<file path="config.mk">
export PLATFORM = sky130hd
export DESIGN_NAME = btm_unit
export DESIGN_NICKNAME = d
export VERILOG_FILES = /design/src/rtl/btm_pkg.sv /design/src/rtl/btm_rst_sync.sv /design/src/rtl/btm_bitop.sv /design/src/rtl/btm_cost.sv /design/src/rtl/btm_unit.sv
export SDC_FILE = /design/constraint.sdc
export NUM_CORES = 1
export LEC_CHECK = 0
export ABC_CLOCK_PERIOD_IN_PS = 3400
export BUFFER_PORTS_ARGS = -buffer_cell sky130_fd_sc_hd__buf_2
export CELL_PAD_IN_SITES_DETAIL_PLACEMENT = 1
export CELL_PAD_IN_SITES_GLOBAL_PLACEMENT = 1
export CORE_MARGIN = 1
export CORE_UTILIZATION = 45
export CTS_BUF_LIST = sky130_fd_sc_hd__clkbuf_16
export CTS_CLUSTER_DIAMETER = 200
export DETAILED_ROUTE_END_ITERATION = 6
export PLACE_DENSITY = 0.87
export SETUP_SLACK_MARGIN = 0.3
export SLEW_MARGIN = 30
export SYNTH_ARGS = -nofsm -noshare
export SYNTH_HDL_FRONTEND = slang
export SYNTH_SLANG_ARGS = --single-unit
</file>
<file path="constraint.sdc">
create_clock -name clk -period 3.4 [get_ports clk]
set_clock_uncertainty 0.15 [all_clocks]
set_input_delay 0.34 -clock clk [delete_from_list [all_inputs] [get_ports clk]]
set_output_delay 0.34 -clock clk [all_outputs]
set_load 0.02 [all_outputs]
</file>
<file path="src/rtl/btm_pkg.sv">
package btm_pkg;

  typedef enum logic [1:0] {
    OP_TEST   = 2'd0,
    OP_TOGGLE = 2'd1,
    OP_CLEAR  = 2'd2,
    OP_SET    = 2'd3
  } btm_op_e;

  // cycle cost figures
  localparam int unsigned COST_TEST_REGSRC = 4;
  localparam int unsigned COST_MOD_REGSRC  = 8;
  localparam int unsigned COST_IMM_EXTRA   = 4;
  localparam int unsigned COST_WIDE_EXTRA  = 2;

endpackage

</file>
<file path="src/rtl/btm_rst_sync.sv">
module btm_rst_sync #(
  parameter int unsigned STAGES = 2
) (
  input  logic clk,
  input  logic rst_n,
  output logic rst_sync_n
);

  logic [STAGES-1:0] sync_q;
  logic [STAGES-1:0] sync_d;

  always_comb begin
    sync_d = {sync_q[STAGES-2:0], 1'b1};
  end

  always_ff @(posedge clk or negedge rst_n) begin
    if (!rst_n) sync_q <= '0;
    else        sync_q <= sync_d;
  end

  assign rst_sync_n = sync_q[STAGES-1];

endmodule

</file>
<file path="src/rtl/btm_bitop.sv">
module btm_bitop
  import btm_pkg::*;
#(
  parameter int unsigned DATA_W   = 32,
  parameter int unsigned MEM_W    = 8,
  parameter int unsigned BITNUM_W = 8
) (
  input  logic [1:0]          op,
  input  logic                is_reg,
  input  logic [BITNUM_W-1:0] bitnum,
  input  logic [DATA_W-1:0]   operand,
  output logic [DATA_W-1:0]   value,
  output logic                z,
  output logic                wb
);

  localparam int unsigned REG_IW = $clog2(DATA_W);
  localparam int unsigned MEM_IW = $clog2(MEM_W);

  logic [REG_IW-1:0] idx;
  logic [DATA_W-1:0] mask;
  logic [DATA_W-1:0] opnd;
  logic              unused_bitnum_hi;

  assign unused_bitnum_hi = ^bitnum[BITNUM_W-1:REG_IW];

  // index wraps to the width of the target
  always_comb begin
    if (is_reg) idx = bitnum[REG_IW-1:0];
    else        idx = {{(REG_IW-MEM_IW){1'b0}}, bitnum[MEM_IW-1:0]};
  end

  // memory byte target: only the low MEM_W bits take part
  generate
    for (genvar g = 0; g < DATA_W; g++) begin : g_lane
      if (g < MEM_W) begin : g_low
        assign opnd[g] = operand[g];
      end else begin : g_high
        assign opnd[g] = operand[g] & is_reg;
      end
      assign mask[g] = (idx == REG_IW'(g));
    end
  endgenerate

  always_comb begin
    z  = ~|(opnd & mask);
    wb = (op != OP_TEST);
    unique case (btm_op_e'(op))
      OP_TEST:   value = opnd;
      OP_TOGGLE: value = opnd ^ mask;
      OP_CLEAR:  value = opnd & ~mask;
      OP_SET:    value = opnd | mask;
      default:   value = opnd;
    endcase
  end

endmodule

</file>
<file path="src/rtl/btm_cost.sv">
module btm_cost
  import btm_pkg::*;
#(
  parameter int unsigned CYC_W = 5
) (
  input  logic [1:0]       op,
  input  logic             is_reg,
  input  logic             imm,
  output logic [CYC_W-1:0] cycles
);

  logic [CYC_W-1:0] base;
  logic [CYC_W-1:0] imm_add;
  logic [CYC_W-1:0] wide_add;

  always_comb begin
    if (op == OP_TEST) base = CYC_W'(COST_TEST_REGSRC);
    else               base = CYC_W'(COST_MOD_REGSRC);
    imm_add  = imm ? CYC_W'(COST_IMM_EXTRA) : '0;
    // wide register targets pay extra only for test and clear
    wide_add = (is_reg && (op == OP_TEST || op == OP_CLEAR))
               ? CYC_W'(COST_WIDE_EXTRA) : '0;
    cycles   = base + imm_add + wide_add;
  end

endmodule

</file>
<file path="src/rtl/btm_unit.sv">
module btm_unit
  import btm_pkg::*;
#(
  parameter int unsigned DATA_W   = 32,
  parameter int unsigned MEM_W    = 8,
  parameter int unsigned BITNUM_W = 8,
  parameter int unsigned CYC_W    = 5,
  parameter int unsigned RST_STG  = 2
) (
  input  logic                clk,
  input  logic                rst_n,
  input  logic                req_valid,
  output logic                req_ready,
  input  logic [1:0]          req_op,
  input  logic                req_is_reg,
  input  logic                req_imm,
  input  logic [BITNUM_W-1:0] req_bitnum,
  input  logic [DATA_W-1:0]   req_operand,
  output logic                rsp_valid,
  output logic [DATA_W-1:0]   rsp_value,
  output logic                rsp_wb,
  output logic                rsp_z,
  output logic [CYC_W-1:0]    rsp_cycles
);

  logic              rst_int_n;
  logic              accept;
  logic [DATA_W-1:0] value_d;
  logic              z_d;
  logic              wb_d;
  logic [CYC_W-1:0]  cyc_d;

  logic              valid_q;
  logic [DATA_W-1:0] value_q;
  logic              z_q;
  logic              wb_q;
  logic [CYC_W-1:0]  cyc_q;

  btm_rst_sync #(.STAGES(RST_STG)) u_rst (
    .clk        (clk),
    .rst_n      (rst_n),
    .rst_sync_n (rst_int_n)
  );

  btm_bitop #(.DATA_W(DATA_W), .MEM_W(MEM_W), .BITNUM_W(BITNUM_W)) u_bitop (
    .op      (req_op),
    .is_reg  (req_is_reg),
    .bitnum  (req_bitnum),
    .operand (req_operand),
    .value   (value_d),
    .z       (z_d),
    .wb      (wb_d)
  );

  btm_cost #(.CYC_W(CYC_W)) u_cost (
    .op     (req_op),
    .is_reg (req_is_reg),
    .imm    (req_imm),
    .cycles (cyc_d)
  );

  always_comb begin
    req_ready = rst_int_n;
    accept    = req_valid & req_ready;
  end

  always_ff @(posedge clk or negedge rst_int_n) begin
    if (!rst_int_n) valid_q <= 1'b0;
    else            valid_q <= accept;
  end

  always_ff @(posedge clk or negedge rst_int_n) begin
    if (!rst_int_n) begin
      value_q <= '0;
      z_q     <= 1'b0;
      wb_q    <= 1'b0;
      cyc_q   <= '0;
    end else if (accept) begin
      value_q <= value_d;
      z_q     <= z_d;
      wb_q    <= wb_d;
      cyc_q   <= cyc_d;
    end
  end

  assign rsp_valid  = valid_q;
  assign rsp_value  = value_q;
  assign rsp_z      = z_q;
  assign rsp_wb     = wb_q;
  assign rsp_cycles = cyc_q;

endmodule

</file>
==> flow_metrics.py <==
metrics = {
    "cells_and_area": {
        "final.fill_count": 1145,
        "antenna_cells": 0,
        "drive_gt1_share_pct": 40.96,
        "final_core_util_pct": 53.40,
        "stdcell_count": 653,
        "final_common_cell": "ha_1",
        "syn2layout_area_growth_pct": 15.33,
        "fin_nets": 664,
        "layout_common_cells": "ha_1 (98), buf_2 (83), nand2_1 (48), inv_1 (43), nor2_1 (42)",
    },
    "place": {
        "place_congestion": 0.8778,
        "dp.cells": 644,
        "port_buffers": 83,
        "dp_hpwl_um": 9173,
    },
    "sta": {
        "tns_ns": 0,
        "tightest_slew_ns": 0.8287,
        "max_freq_mhz": 384.1,
        "fin_crit_ns": 2.604,
        "timing.final.setup_violations": 0,
        "grt_setup_unrepaired": "false",
        "hold_viol_final": 0,
        "slew_violations": 0,
        "min_period_over_period_pct": 76.58,
        "relSlewSlack_pct": 44.76,
    },
    "floorplanning": {
        "rows": 36,
        "die_x_um": 102.0,
        "fp.dieH_um": 102.0,
        "start_util_pct": 46.30,
        "core_um2": 9729,
        "io-pin-count": 88,
        "die-area_um2": 10410,
    },
    "global_routing": {
        "grt_use_total_pct": 24.13,
        "met2_usage_pct": 45.33,
        "grt_pass1_vias": 3783,
        "gr-usage-met3_pct": 3.078,
        "top_usage_layer": "met2",
        "grt_max_degree": 41,
        "grt_use_met1_pct": 27.92,
        "grt.overflow.total": 0,
        "antenna_found_initial": 0,
        "grt_pass1_wl_um": 19000,
    },
    "clocking": {
        "clockRootBuffer": "clkbuf_16",
        "clk_latency_ns": 0.29,
        "h-tree-depth": 2,
        "cts.path.max_buffers": 2,
        "clk_pin_slew_worst_paths_ns": 0.06,
        "cts_inserted_buffers": 5,
        "cts.sinks": 41,
        "tritoncts": "yes",
        "postCtsSetupRepairBufs": 0,
    },
    "power": {
        "peakVddDrop_mv": 0.2058,
        "p_per_area_nw_per_um2": 338.2,
        "leakage_nw": 2.847,
    },
    "route": {
        "wl_um": 11590,
        "drt-initial-drc-count": 197,
        "ant_nets": 0,
        "viasPerCell": 5.256,
        "wl_per_cell_um": 17.75,
        "drc_errors": 0,
        "firstDrtPassIters": 4,
        "vias": 3432,
    },
    "yosys": {
        "yosys.area_share.xor_xnor_pct": 0,
        "synth_edf_count": 0,
        "syn_area_um2": 4504,
        "ys.flop_type": "dfrtp_1",
        "yosys.area_share.simple_pct": 14.25,
        "ys_seq_elements": 41,
        "synthCells": 439,
        "ys_types": 31,
        "synth_fa_ha_area_share_pct": 27.22,
        "syn-num-nets": 584,
        "synth_compound_gate_area_share_pct": 0.9722,
        "synth.area.mux_share_pct": 25.58,
        "synth_top_family_by_area": "adder cells",
        "async_flop_share_pct": 100.0,
        "yosys_warnings": 0,
        "synth-seq-area-share_pct": 22.78,
        "syn_avg_cell_area_um2": 10.26,
    },
    "setup_path": {
        "r2r_cells": 5,
        "r2r-end": "rsp_value[27]",
        "crit_path_start_kind": "primary input",
        "worstReg2RegStart": "u_rst.sync_q[1]",
        "critPathMaxFanout": 16,
        "cp_data_required_time_ns": 3.43,
        "path_class": "primary input to register",
        "regToRegSetupSlack_ns": 1.02,
        "crit_arrival_ns": 2.63,
        "worstSetupEndpointType": "register",
    },
    "min_path": {
        "min_path_type": "register to async pin",
    },
    "flow_run": {
        "cap_viol_max_count": 0,
    },
    "status": {
        "status": "completed",
    },
}
==> synthesized netlist by cell type, types with 2 or more instances <==
library cell	n	share of area, %
nand4_1	2	0.28
mux2_4	19	6.3
ha_1	98	27
dfrtp_1	41	23
nand2_2	21	2.9
conb_1	2	0.17
nand2_4	2	0.50
buf_6	8	2.0
clkbuf_1	7	0.58
nand2_1	48	4.0
mux4_2	32	16
nor2b_1	2	0.28
nor3_1	2	0.22
buf_2	7	0.78
nand2b_1	4	0.56
nor2_1	42	3.5
nor4_1	8	1.1
o21ai_0	3	0.33
mux2_2	13	3.2
inv_1	43	3.6
inv_2	22	1.8
and2_1	2	0.28
nand3_1	3	0.33
==> where the power goes <==
group          internal, W  leakage (nW)  total, W  switching (W)
Clock             0.000344        0.0775  0.000556       0.000212
Combinational     0.000263          2.26  0.000595       0.000331
Sequential        0.000566         0.513  0.000606      0.0000401
==> metrics by stage <==
step | worst slack [ns] | area, um2 | total power [W] | hold slack [ns]
after floorplan | 0.8400 | 4504 | 0.001017 | -0.1056
after global placement | 0.5993 | 5019 | 0.001180 | -0.02498
after detailed placement | 0.5172 | 5019 | 0.001213 | -0.02267
after CTS | 0.7918 | 5195 | 0.001779 | 0.2120
after global routing | 0.6895 | 5195 | 0.001851 | 0.2135
final | 0.7963 | 5195 | 0.001757 | 0.2068
==> worst max-delay path by stage <==
| stage | from | endpoint | slack, ns | depth (start not counted) |
|---|---|---|---|---|
| floorplan | u_rst.sync_q[1] | rsp_value[21] | 0.84 | 4 |
| global placement | req_is_reg | rsp_value[19] | 0.60 | 7 |
| detailed placement | req_is_reg | rsp_value[21] | 0.52 | 7 |
| CTS | req_is_reg | rsp_value[21] | 0.79 | 7 |
| global route | req_is_reg | rsp_value[19] | 0.69 | 7 |
| finish | req_is_reg | rsp_value[21] | 0.80 | 7 |
==> sequential cells by signal, indices dropped and copies added, names as in the netlist <==
register,flops
rsp_wb,1
rsp_cycles,4
rsp_valid,1
u_rst.sync_q,2
rsp_z,1
rsp_value,32
==> routing by layer <==
layer | wire length, um | up-vias
met2 | 6261 | 80
met3 | 336 | 23
li1 | - | 1594
met1 | 4726 | 1735
met4 | 267 | 0
met5 | 0 | -
==> area by class of cell <==
type / count / area (um2) / share of cell area, %
multi-input cells: 309 / 3072 / 59.13
flip-flops and latches: 41 / 1027 / 19.77
repair buffers: 96 / 515.5 / 9.923
inverters: 66 / 247.7 / 4.769
well taps: 133 / 166.4 / 3.203
clock buffers: 5 / 125.1 / 2.408
clock inverters: 3 / 41.29 / 0.7948
==> critical path, cell delays in order <==
cell and delay (ns):
buf_2 0.37, nand2_1 0.28, nor2_1 0.44, nand2_1 0.16, ha_1 0.31, mux4_2 0.45, mux2_2 0.28
==> timing repair <==
item                                   4_1_cts  5_1_grt
endpoints found under the hold margin        2        0
gates resized for setup                      0        0
hold buffers                                 1        0
==> logic make-up (layout without fill, tap and decap cells) <==
| family | after synthesis | after routing |
|---|---|---|
| multiplexers | 64 | 64 |
| adder cells (fa/ha/maj) | 98 | 98 |
| AND/OR/NAND/NOR | 138 | 138 |
| buffers and inverters | 89 | 170 |
| other | 2 | 2 |
| flip-flops | 41 | 41 |
| AO/OA/AOI/OAI | 7 | 7 |
Note: power is estimated with default switching activity, not from simulation.
